==> src/rtl/sdac_pkg.sv <==
package sdac_pkg;
  parameter int unsigned WORD_W = 16;
  parameter int unsigned PIN_N  = 7;
  // synchronized pin vector layout
  parameter int unsigned P_SCLK = 0;
  parameter int unsigned P_SYNC = 1;
  parameter int unsigned P_LDAC = 2;
  parameter int unsigned P_CLR  = 3;
  parameter int unsigned P_RBEN = 4;
  parameter int unsigned P_SDIN = 5;
  parameter int unsigned P_PD   = 6;
  parameter logic [PIN_N-1:0] PIN_RST = 7'b001_1111;
  typedef logic [WORD_W-1:0] word_t;
endpackage

==> src/rtl/sdac_sync.sv <==
module sdac_sync #(
  parameter int unsigned N = 1,
  parameter logic [N-1:0] RST_VAL = '0
) (
  input  logic         clk_i,
  input  logic         rst_ni,
  input  logic [N-1:0] d_i,
  output logic [N-1:0] q_o
);
  for (genvar g = 0; g < N; g++) begin : g_bit
    logic meta_q, sync_q;
    always_ff @(posedge clk_i or negedge rst_ni) begin
      if (!rst_ni) begin
        meta_q <= RST_VAL[g];
        sync_q <= RST_VAL[g];
      end else begin
        meta_q <= d_i[g];
        sync_q <= meta_q;
      end
    end
    assign q_o[g] = sync_q;
  end
endmodule

==> src/rtl/sdac_shift.sv <==
module sdac_shift
  import sdac_pkg::*;
(
  input  logic  clk_i,
  input  logic  rst_ni,
  input  logic  sclk_fall_i,
  input  logic  sync_fall_i,
  input  logic  sync_rise_i,
  input  logic  rben_i,
  input  logic  rben_fall_i,
  input  logic  sdin_i,
  input  word_t rb_word_i,
  output word_t word_o,
  output logic  full_o,
  output logic  sdo_o
);
  localparam int unsigned CNT_W = $clog2(WORD_W + 1);

  word_t            sr_q;
  logic [CNT_W-1:0] cnt_q;
  logic             act_q, rb_pend_q;
  logic             rb_copy;

  assign rb_copy = sclk_fall_i && rb_pend_q && !rben_i;

  always_ff @(posedge clk_i or negedge rst_ni) begin
    if (!rst_ni) begin
      sr_q      <= '1;
      cnt_q     <= '0;
      act_q     <= 1'b0;
      rb_pend_q <= 1'b0;
    end else begin
      if (sync_fall_i) begin
        act_q <= 1'b1;
        cnt_q <= '0;
      end else if (sync_rise_i) begin
        act_q <= 1'b0;
      end else if (sclk_fall_i && act_q && cnt_q != CNT_W'(WORD_W)) begin
        cnt_q <= cnt_q + 1'b1;
      end

      if (rben_fall_i)  rb_pend_q <= 1'b1;
      else if (rb_copy) rb_pend_q <= 1'b0;
      else if (rben_i)  rb_pend_q <= 1'b0;

      if (rb_copy) sr_q <= rb_word_i;
      else if (sclk_fall_i && (act_q || !rben_i)) sr_q <= {sr_q[WORD_W-2:0], sdin_i};
    end
  end

  assign word_o = sr_q;
  assign full_o = (cnt_q == CNT_W'(WORD_W));
  assign sdo_o  = sr_q[WORD_W-1];

  a_r1_cnt_bound: assert property (@(posedge clk_i) disable iff (!rst_ni)
    cnt_q <= CNT_W'(WORD_W));
  a_r9_sdo_moves_on_fall: assert property (@(posedge clk_i) disable iff (!rst_ni)
    !sclk_fall_i |=> $stable(sdo_o));
  a_r8_copy_msb_zero: assert property (@(posedge clk_i) disable iff (!rst_ni)
    rb_copy |=> !sdo_o);
endmodule

==> src/rtl/sdac_load.sv <==
module sdac_load
  import sdac_pkg::*;
#(
  parameter int unsigned DATA_W = 14
) (
  input  logic              clk_i,
  input  logic              rst_ni,
  input  logic              sync_fall_i,
  input  logic              sync_rise_i,
  input  logic              full_i,
  input  word_t             word_i,
  input  logic              ldac_i,
  input  logic              clr_i,
  input  logic              clr_fall_i,
  output logic [DATA_W-1:0] dac_o,
  output logic              out_clr_o
);
  localparam int unsigned FIELD_MSB = WORD_W - 3;

  logic [DATA_W-1:0] dac_q, hold_q, field;
  logic              mode_sync_q, pend_q, out_clr_q;

  assign field = word_i[FIELD_MSB -: DATA_W];

  always_ff @(posedge clk_i or negedge rst_ni) begin
    if (!rst_ni) begin
      dac_q       <= '0;
      hold_q      <= '0;
      mode_sync_q <= 1'b1;
      pend_q      <= 1'b0;
      out_clr_q   <= 1'b0;
    end else begin
      if (sync_fall_i) mode_sync_q <= !ldac_i;

      if (sync_rise_i && full_i) begin
        hold_q <= field;
        if (mode_sync_q) begin
          dac_q  <= field;
          pend_q <= 1'b0;
        end else begin
          pend_q <= 1'b1;
        end
      end else if (pend_q && !ldac_i) begin
        dac_q  <= hold_q;
        pend_q <= 1'b0;
      end

      if (clr_fall_i) out_clr_q <= 1'b1;
      else if (out_clr_q && clr_i && !ldac_i) out_clr_q <= 1'b0;
    end
  end

  assign dac_o     = dac_q;
  assign out_clr_o = out_clr_q;

  a_r6_clr_sets_flag: assert property (@(posedge clk_i) disable iff (!rst_ni)
    clr_fall_i |=> out_clr_q);
  a_r5_abort_keeps_dac: assert property (@(posedge clk_i) disable iff (!rst_ni)
    (sync_rise_i && !full_i && !pend_q) |=> $stable(dac_q));
  a_r3_async_defers: assert property (@(posedge clk_i) disable iff (!rst_ni)
    (sync_rise_i && full_i && !mode_sync_q) |=> $stable(dac_q));
  a_r7_flag_held_low_clr: assert property (@(posedge clk_i) disable iff (!rst_ni)
    (out_clr_q && !clr_i) |=> out_clr_q);
endmodule

==> src/rtl/sdac_ctrl.sv <==
module sdac_ctrl
  import sdac_pkg::*;
#(
  parameter int unsigned DATA_W = 14
) (
  input  logic              clk_i,
  input  logic              rst_ni,
  input  logic              sclk_i,
  input  logic              sync_ni,
  input  logic              sdin_i,
  input  logic              ldac_ni,
  input  logic              clr_ni,
  input  logic              rben_ni,
  input  logic              pd_i,
  output logic              sdo_o,
  output logic [DATA_W-1:0] dac_code_o,
  output logic              out_clr_o,
  output logic              pd_o
);
  localparam int unsigned PAD_W = WORD_W - 2 - DATA_W;

  logic [PIN_N-1:0] pin_raw, pin_s, pin_d;
  logic sclk_fall, sync_fall, sync_rise, clr_fall, rben_fall, full;
  word_t word, rb_word;

  assign pin_raw[P_SCLK] = sclk_i;
  assign pin_raw[P_SYNC] = sync_ni;
  assign pin_raw[P_LDAC] = ldac_ni;
  assign pin_raw[P_CLR]  = clr_ni;
  assign pin_raw[P_RBEN] = rben_ni;
  assign pin_raw[P_SDIN] = sdin_i;
  assign pin_raw[P_PD]   = pd_i;

  sdac_sync #(.N(PIN_N), .RST_VAL(PIN_RST)) u_sync (
    .clk_i (clk_i),
    .rst_ni(rst_ni),
    .d_i   (pin_raw),
    .q_o   (pin_s)
  );

  always_ff @(posedge clk_i or negedge rst_ni) begin
    if (!rst_ni) pin_d <= PIN_RST;
    else         pin_d <= pin_s;
  end

  assign sclk_fall = pin_d[P_SCLK] & ~pin_s[P_SCLK];
  assign sync_fall = pin_d[P_SYNC] & ~pin_s[P_SYNC];
  assign sync_rise = ~pin_d[P_SYNC] & pin_s[P_SYNC];
  assign clr_fall  = pin_d[P_CLR] & ~pin_s[P_CLR];
  assign rben_fall = pin_d[P_RBEN] & ~pin_s[P_RBEN];

  if (PAD_W == 0) begin : g_rb_full
    assign rb_word = {2'b00, dac_code_o};
  end else begin : g_rb_pad
    assign rb_word = {2'b00, dac_code_o, {PAD_W{1'b0}}};
  end

  sdac_shift u_shift (
    .clk_i      (clk_i),
    .rst_ni     (rst_ni),
    .sclk_fall_i(sclk_fall),
    .sync_fall_i(sync_fall),
    .sync_rise_i(sync_rise),
    .rben_i     (pin_s[P_RBEN]),
    .rben_fall_i(rben_fall),
    .sdin_i     (pin_s[P_SDIN]),
    .rb_word_i  (rb_word),
    .word_o     (word),
    .full_o     (full),
    .sdo_o      (sdo_o)
  );

  sdac_load #(.DATA_W(DATA_W)) u_load (
    .clk_i      (clk_i),
    .rst_ni     (rst_ni),
    .sync_fall_i(sync_fall),
    .sync_rise_i(sync_rise),
    .full_i     (full),
    .word_i     (word),
    .ldac_i     (pin_s[P_LDAC]),
    .clr_i      (pin_s[P_CLR]),
    .clr_fall_i (clr_fall),
    .dac_o      (dac_code_o),
    .out_clr_o  (out_clr_o)
  );

  assign pd_o = pin_s[P_PD];

  a_r10_pd_keeps_dac: assert property (@(posedge clk_i) disable iff (!rst_ni)
    (pin_s[P_PD] != pin_d[P_PD] && !sync_rise && pin_s[P_LDAC]) |=> $stable(dac_code_o));
endmodule

==> config.mk <==
export PLATFORM = sky130hd
export DESIGN_NAME = sdac_ctrl
export DESIGN_NICKNAME = d
export VERILOG_FILES = /design/src/rtl/sdac_pkg.sv /design/src/rtl/sdac_sync.sv /design/src/rtl/sdac_shift.sv /design/src/rtl/sdac_load.sv /design/src/rtl/sdac_ctrl.sv
export SDC_FILE = /design/constraint.sdc
export NUM_CORES = 1
export LEC_CHECK = 0
export BUFFER_PORTS_ARGS = -buffer_cell sky130_fd_sc_hd__buf_2
export CORE_UTILIZATION = 33
export CTS_CLUSTER_DIAMETER = 150
export CTS_CLUSTER_SIZE = 24
export DETAILED_ROUTE_END_ITERATION = 12
export PLACE_DENSITY = 0.61
export SLEW_MARGIN = 20
export SYNTH_ARGS = -nofsm -noshare
export SYNTH_HDL_FRONTEND = slang
export SYNTH_SLANG_ARGS = --single-unit
==> constraint.sdc <==
create_clock -name clk_i -period 2.3 [get_ports clk_i]
set_input_delay 0 -clock clk_i [delete_from_list [all_inputs] [get_ports clk_i]]
set_output_delay 0 -clock clk_i [all_outputs]
set_load 0.05 [all_outputs]
; Word-level counts from Yosys, hierarchy flattened
; Cells that the tools add are included.
[op_classes]
addsub = 1
multipliers = 0
n_div = 0
magnitude_cmp = 0
n_eq_ne = 4
shift = 0
muxes = 18
bitwise = 10
reduce_logical = 20
[op_table]
columns = cell, count
row1 = 14-bit 2-to-1 mux, 3
row2 = 16-bit 2-to-1 mux, 2
row3 = 5-bit 2-to-1 mux, 3
row4 = 1-bit 2-to-1 mux, 10
row5 = 2-bit nonzero test, 5
row6 = 1-bit logical AND, 9
row7 = 5-bit by 1-bit adder with 5-bit output (second input constant), 1
row8 = 1-bit AND, 5
row9 = 5-bit equality test (second input constant), 1
row10 = 5-bit inequality test (second input constant), 1
row11 = 1-bit inverter, 5
row12 = 2-bit AND reduction, 2
row13 = 3-bit nonzero test, 1
row14 = 1-bit logical NOT, 2
row15 = 2-bit by 1-bit inequality test with 1-bit output (second input constant), 1
row16 = 2-bit inequality test (second input constant), 1
row17 = 1-bit logical OR, 1
[totals]
ff_bits = 73
latchBits = 0
mem_bits_rw = 0
mem_bits_ro = 0
input_bits = 9
output_inout_bits = 17
wordCells = 77
mem_count = 0

; Longest topological paths before layout
; Gate-level depths: netlist of the first run.
[depth]
ltp_word = 7
depth_mapped = 7
mapped_depth_nobuf = 6

; Modules after synthesis
; A second synthesis of the first run with hierarchy kept.
[unflattened]
cells_unflattened = 212
area_unflattened_um2 = 3039.2
[modules_own_cells]
columns = mod, instances, cells_per_inst, area_per_inst_um2, seq_area_each_um2
row1 = sdac_load, 1, 70, 1280.0, 777.0
row2 = sdac_shift, 1, 111, 1201.2, 595.6
row3 = sdac_sync, 1, 21, 415.4, 362.8
row4 = sdac_ctrl, 1, 10, 142.6, 105.1

; Worst setup path after synthesis of the first run
; No wires, ideal clock.
[synth_path]
kind = register to register
startpoint = register u_sync.g_bit[1].sync_q
endpoint = register u_load.hold_q[0]
setup_ns = 0.125
arrival_time_ns = 1.882
required_ns = 2.175
path_slack_ns = 0.293
path_stages_with_launch = 7
path_buffers = 2
synth_period_minus_slack_ns = 2.007
path_cell_list = dfstp_2 ha_1 nand2_2 nor4b_4 buf_4 buf_4 mux2_2
[synth_between]
elab_chain_len = 2
[synth_rtl]
columns = item, line_no
row1 = "start, declared", sdac_sync.sv:11  ; logic meta_q, sync_q;
row2 = "start signal, assigned", sdac_sync.sv:15  ; sync_q <= RST_VAL[g];
row3 = "start signal, assigned", sdac_sync.sv:18  ; sync_q <= meta_q;
row4 = 1-bit AND, sdac_ctrl.sv:48  ; assign sync_rise = ~pin_d[P_SYNC] & pin_s[P_SYNC];
row5 = 1-bit logical AND, sdac_load.sv:35  ; if (sync_rise_i && full_i) begin
row6 = "end signal, assigned", sdac_load.sv:36  ; hold_q <= field;
row7 = "end, declared", sdac_load.sv:20  ; logic [DATA_W-1:0] dac_q, hold_q, field;
; No other way between the ends.
; A chain may end at the register's enable or synchronous reset.

; Worst setup path in the final report of the first run
[layout_path]
startpoint = register u_sync.g_bit[1].sync_q
endpoint = register u_load.hold_q[6]
; The elaborated chain is that of the path after synthesis.

==> results of run 1 <==
[cell type report]
type,instances,area (sq um),share of cell area [%]
Tap cell,108,135.1,3.831
Clock inverter,4,53.80,1.525
Multi-Input combinational cell,135,1023,29.02
Timing Repair Buffer,43,292.8,8.301
Sequential cell,72,1841,52.18
Inverter,7,26.28,0.7449
Clock buffer,12,155.1,4.399
[placed cells by master, fill, tap and decap left out, drive strengths merged, types with 4 or more instances in the layout]
cell,count
buf,35
clkbuf,12
dfrtp,41
dfstp,31
dlygate4sd3,8
ha,4
inv,7
mux2,15
mux2i,20
nand2,23
nand3,4
nor2,7
o21ai,19
o221a,14
or3,14
[registers in the layout, indices dropped and copies added, names as in the netlist, 4 cells and up]
signal	flops
u_shift.word_o	16
u_load.dac_o	14
u_load.hold_q	14
u_sync.g_bit.meta_q	7
u_sync.g_bit.sync_q	7
u_shift.cnt_q	5
pin_d	4
[cells by family (layout without fill, tap and decap cells)]
group,count (synthesis),after routing,synth area share [%]
compound gates,36,36,9.199
mux,35,35,12.51
flops,72,72,62.36
fa+ha+maj,4,4,1.696
buf+inv,19,66,3.095
simple gates,60,60,11.15
[routing by layer]
layer / routed length (um) / part of all wire (%) / vias to the layer above / GRT usage [%]
li1: - / - / 892 / -
met3: 183 / 3.3 / 4 / 3.599
met1: 2610 / 47 / 940 / 17.31
met5: 0 / 0 / - / 0
met4: 55 / 0.99 / 0 / 5.147
met2: 2701 / 49 / 23 / 20.25
[worst register-to-register path, cell delays in order (launching register included)]
cell and delay, ns:
dfstp_2 0.55, ha_1 0.18, nand2_2 0.08, nor4b_4 0.36
buf_4 0.32, mux2_2 0.37
[worst max path at each step]
stage                                   end  slack [ns]                    from  cells after the start
after CTS                  u_load.hold_q[6]        0.31  u_sync.g_bit[1].sync_q                      5
after floorplan            u_load.hold_q[0]        0.29  u_sync.g_bit[1].sync_q                      6
final                      u_load.hold_q[6]        0.34  u_sync.g_bit[1].sync_q                      5
after global placement    u_load.hold_q[10]        0.39  u_sync.g_bit[1].sync_q                      5
after global routing      u_load.hold_q[12]        0.24  u_sync.g_bit[1].sync_q                      5
after detailed placement   u_load.hold_q[6]        0.33  u_sync.g_bit[1].sync_q                      5
[power by group through the flow]
stage	combinational, mW	clock, mW	sequential, mW
floorplan	0.0957	0	1.46
global placement	0.161	0	1.48
detailed placement	0.169	0	1.48
CTS	0.180	1.06	1.46
global route	0.204	1.11	1.47
finish	0.176	1.02	1.46
==> impl_results.md, run 1 <==
* Outcome: finished, final reports clean
* Ant diodes at 0
* Max-Cap Viols at 0
* Reg2reg path depth at 5
* Antenna-violating nets left at 0
* RSZ-0062 raised after global routing: false
* Setup TNS at 0 ns
* Combinational group share of total power at 6.6%
* Root Driver: clkbuf_8
* Switching Share at 23.72%
* Vias in the first global route at 1814
* DP Wirelength at 3497 um
* Crit-path max cell delay at 0.55 ns
* First-pass GRT wire length at 9039 um
* Worst Clk Skew at 0.01340 ns
* Worst path required time at 2.52 ns
* Final Power at 2.656 mW
* Place WS at 0.3283 ns
* Hold WC Path Type: in -> async
* Syn Nets at 239
* Final nets at 281
* Top cells by area, synth: dfrtp_1 35%, dfstp_2 28%, mux2i_1 6.8%
* Hold-fix buffers at CTS at 8
* DR vias at 1859
* Final Setup Violations at 0
* Remaining Overflow, GRT at 0
* Max-slew violation count at 0
* Final period util at 85.43%
* Crit path launch type: register
* Internal power at 2.026 mW
* Peak VDD IR at 0.4054 mV
* Leakage power at 1.552 nW
* Cells along the critical path: ha_1 -> nand2_2 -> nor4b_4 -> buf_4 -> mux2_2
* FILL cells at 851
* Post-synth top area share at 34.76%
* Synth cell count leaders: 41 x dfrtp_1, 31 x dfstp_2, 22 x nand2_1, 20 x mux2i_1, 19 x o21ai_0
* Post-cts sizing count at 0
* Final core utilization at 40.64%
* Worst path slowest cell: dfstp_2
* DP Area at 3238 sq um
* Flops & latches, synth at 72
* Clk buf depth at 2
* Clk pin slew, worst setup/hold paths at 0.08 ns
* Die height at 96.58 um
* CP top delay family: flip-flops
* Worst Setup Path Type: reg -> reg
* Die Wd at 96.58 um
* Clock power share at 38.4%
* Largest net degree at the start of global routing at 44
* Vias/cell at 4.879
* # rows at 34
* Mapped Area at 2952 sq um
* DRC at 0
* TritonCTS clock tree: yes
* Reg-to-reg startpoint: u_sync.g_bit[1].sync_q
* Worst path bufs/invs at 1
* Number of synthesized flops with an enable pin at 0
* Setup bufs post-CTS at 0
* H-tree levels at 3
* DR iter-0 viols at 108
* Worst slew pin tran at 0.6871 ns
* Sequential power share at 54.9%
* Reg2Reg Capture Point: u_load.hold_q[6]
* Yosys warns at 0
* Pwr Density at 753.0 nW/um^2
* Core area at 8678 sq um
* Routed Wire Length at 5550 um
* Post-route design area at 3527 sq um
* Min cycle time layout at 1.965 ns
* WP data arrival at 2.19 ns
* GP Congestion at 0.7514
* Seq/Total Area, Yosys at 62.36%
* Synth Flop Type: dfrtp_1
* Number of buffers created by CTS at 9
* Sw Pwr at 0.6301 mW
* R2R Setup Slk at 0.34 ns
* Mapped Cells at 226
* Clk sinks at 72
* Die area at 9327 sq um
* Worst setup slack after layout at 0.3351 ns
* Area growth syn-to-layout at 19.50%
* Max_slew headroom at 54.20%
* Max Fclk at 508.9 MHz
* Input/output buffers at 25
* Final Hold Fails at 0
* Avg Cell Area, Syn at 13.06 sq um
* Ys async rst share at 100.0%
* GRT Overall Usage at 13.06%
* Worst-path fanout max at 22
* Later-pin clock latency in the skew report at 0.34 ns
* Post-synth cell types at 29
* Ports at 26
* Leading area contributor after synthesis: dfrtp_1
* Count leader, synth: dfrtp_1
* Initial Util at 34.01%
* Drt first pass iters at 4
* Crit end category: register
* Ratio of cells with drive above 1 in the final layout at 37.73%
* DR WL/cell at 14.57 um
* Hold Slack at 0.2347 ns
* Placed cells at 357
* Non-filler cells, final at 381
* Initial antenna violation count at 0
Note: power is estimated with default switching activity, not from simulation.
==> run 2: changes to the inputs <==
--- a/config.mk
+++ b/config.mk
@@ -6,6 +6,7 @@
 export NUM_CORES = 1
 export LEC_CHECK = 0
 export BUFFER_PORTS_ARGS = -buffer_cell sky130_fd_sc_hd__buf_2
+export CORE_MARGIN = 2
 export CORE_UTILIZATION = 33
 export CTS_CLUSTER_DIAMETER = 150
 export CTS_CLUSTER_SIZE = 24
==> run 2 against run 1 <==
  * Wire length shrank 2.8%
  * Clock skew is 0.0035 ns lower
  * Maximum frequency up 4.3%
  * Worst hold slack got worse by 0.029 ns
  * Global-route usage decreased by 0.92 points
  * Utilization shrank 0.50 points
  * First-iteration DRC count down 15%
  * Final cell count is 0.26% higher
  * Critical path depth is the same
  * Clock-buffer cell count decreased by 3
  * Via count is essentially flat
  * Largest power group unchanged
==> impl_results.md, run 2 (synthesis results as in run 1) <==
* DR iter-0 viols at 92 (was 108)
* Die height at 98.58 um (was 96.58 um)
* Area growth syn-to-layout at 18.02% (was 19.50%)
* DP Wirelength at 3566 um (was 3497 um)
* Final Hold Fails at 0 (unchanged)
* DRC at 0 (unchanged)
* Most common cell after layout, fill and taps aside: dfrtp_1 (unchanged)
* Input/output buffers at 25 (unchanged)
* Worst-path fanout max at 15 (was 22)
* # rows at 34 (unchanged)
* Setup TNS at 0 ns (unchanged)
* Crit-path max cell delay at 0.55 ns (about the same)
* Final nets at 282 (was 281)
* Ports at 26 (unchanged)
* Die Wd at 98.58 um (was 96.58 um)
* Reg-to-reg startpoint: u_sync.g_bit[1].sync_q (unchanged)
* Crit end category: register (unchanged)
* Peak VDD IR at 0.3368 mV (was 0.4054 mV)
* Drt first pass iters at 4 (unchanged)
* Reg2Reg Capture Point: u_load.hold_q[4] (was u_load.hold_q[6])
* Most frequent cells in the layout: 41 x dfrtp_1, 31 x dfstp_2, 25 x buf_2, 22 x nand2_1, 20 x mux2i_1 (unchanged)
* Max Fclk at 530.6 MHz (was 508.9 MHz)
* Max_slew headroom at 59.48% (was 54.20%)
* Worst path slowest cell: dfstp_2 (unchanged)
* Final period util at 81.94% (was 85.43%)
* Core area at 8678 sq um (unchanged)
* Final Power at 2.490 mW (was 2.656 mW)
* Remaining Overflow, GRT at 0 (unchanged)
* Worst path required time at 2.52 ns (about the same)
* Ratio of cells with drive above 1 in the final layout at 38.32% (was 37.73%)
* Setup bufs post-CTS at 0 (unchanged)
* Vias/cell at 4.869 (was 4.879)
* Worst Setup Path Type: reg -> reg (unchanged)
* Max-slew violation count at 0 (unchanged)
* H-tree levels at 3 (unchanged)
* DR WL/cell at 14.13 um (was 14.57 um)
* GP Congestion at 0.7496 (was 0.7514)
* FILL cells at 848 (was 851)
* First-pass GRT wire length at 9280 um (was 9039 um)
* Final Setup Violations at 0 (unchanged)
* Cells along the critical path: ha_1 -> nand2_2 -> nor4b_4 -> buf_4 -> mux2_2 (unchanged)
* Number of buffers created by CTS at 9 (unchanged)
* Worst path bufs/invs at 1 (unchanged)
* Initial antenna violation count at 0 (unchanged)
* Outcome: finished, final reports clean (unchanged)
* Largest net degree at the start of global routing at 31 (was 44)
* Ant diodes at 0 (unchanged)
* Reg2reg path depth at 5 (unchanged)
* GRT Overall Usage at 12.14% (was 13.06%)
* TritonCTS clock tree: yes (unchanged)
* Leakage power at 1.535 nW (was 1.552 nW)
* Later-pin clock latency in the skew report at 0.34 ns (about the same)
* Die area at 9717 sq um (was 9327 sq um)
* WP data arrival at 2.11 ns (was 2.19 ns)
* Worst Clk Skew at 0.009905 ns (was 0.01340 ns)
* Clk pin slew, worst setup/hold paths at 0.07 ns (was 0.08 ns)
* Root Driver: clkbuf_8 (unchanged)
* Pwr Density at 714.8 nW/um^2 (was 753.0 nW/um^2)
* Clk sinks at 72 (unchanged)
* Antenna-violating nets left at 0 (unchanged)
* Routed Wire Length at 5397 um (was 5550 um)
* Initial Util at 34.01% (unchanged)
* Vias in the first global route at 1897 (was 1814)
* CP top delay family: flip-flops (unchanged)
* R2R Setup Slk at 0.42 ns (was 0.34 ns)
* Clk buf depth at 2 (unchanged)
* Max FFs per register at 16 (unchanged)
* RSZ-0062 raised after global routing: false (unchanged)
* DR vias at 1860 (was 1859)
* Crit path launch type: register (unchanged)
* Max-Cap Viols at 0 (unchanged)
* Hold WC Path Type: in -> async (unchanged)
* Min cycle time layout at 1.885 ns (was 1.965 ns)
* Worst slew pin tran at 0.6077 ns (was 0.6871 ns)
[run 2: stage by stage]
stage / cells / setup WS [ns] / utilization (%) / instance area, sq um / hold WS (ns)
floorplan: 226 / 0.2930 / - / 2952 / -0.2956
global placement: 358 / 0.4331 / 37.25 / 3233 / 0.05141
detailed placement: 358 / 0.3979 / 37.25 / 3233 / 0.05451
CTS: 382 / 0.3885 / 40.14 / 3483 / 0.2149
global route: 382 / 0.2651 / 40.14 / 3483 / 0.2541
finish: 382 / 0.4155 / 40.14 / 3483 / 0.2059
[run 2: area by class of cell]
type	instances	area [sq um]	share of cell area, %
flip-flops and latches	72	1841	52.84
multi-input cells	135	1023	29.38
repair buffers	44	287.8	8.261
well taps	108	135.1	3.879
clock buffers	9	123.9	3.556
clock inverters	7	46.29	1.329
inverters	7	26.28	0.7543
[run 2: repair_timing]
| action | in CTS | in global routing |
|---|---|---|
| gates resized for setup | 0 | 0 |
| endpoints found under the hold margin | 19 | 0 |
| hold buffers | 8 | 0 |
[run 2: worst max path at each step]
stage	from	endpoint	slack (ns)	cells after the start
final	u_sync.g_bit[1].sync_q	u_load.hold_q[4]	0.42	5
after global routing	u_sync.g_bit[1].sync_q	u_load.hold_q[4]	0.27	5
after CTS	u_sync.g_bit[1].sync_q	u_load.hold_q[4]	0.39	5
after detailed placement	u_sync.g_bit[1].sync_q	u_load.hold_q[7]	0.40	5
after global placement	u_sync.g_bit[1].sync_q	u_load.hold_q[10]	0.43	5
after floorplan	u_sync.g_bit[1].sync_q	u_load.hold_q[0]	0.29	6
[run 2: power by group]
part	leakage (nW)	switching [mW]	internal, mW
Sequential	0.882	0.0705	1.39
Clock	0.0814	0.471	0.388
Combinational	0.572	0.0987	0.0739
[run 2: routing by layer]
metal / track usage (%) / vias to the layer above / share of wire, %
met5: 0 / - / 0
met4: 5.163 / 0 / 2.3
met3: 4.043 / 9 / 3.2
met2: 19.05 / 29 / 47
met1: 15.44 / 927 / 47
li1: - / 895 / -
[run 2: worst register-to-register path: stages (launching register included)]
cell and delay (ns):
dfstp_2 0.55, ha_1 0.18, nand2_2 0.08, nor4b_4 0.34, buf_4 0.27, mux2_2 0.35
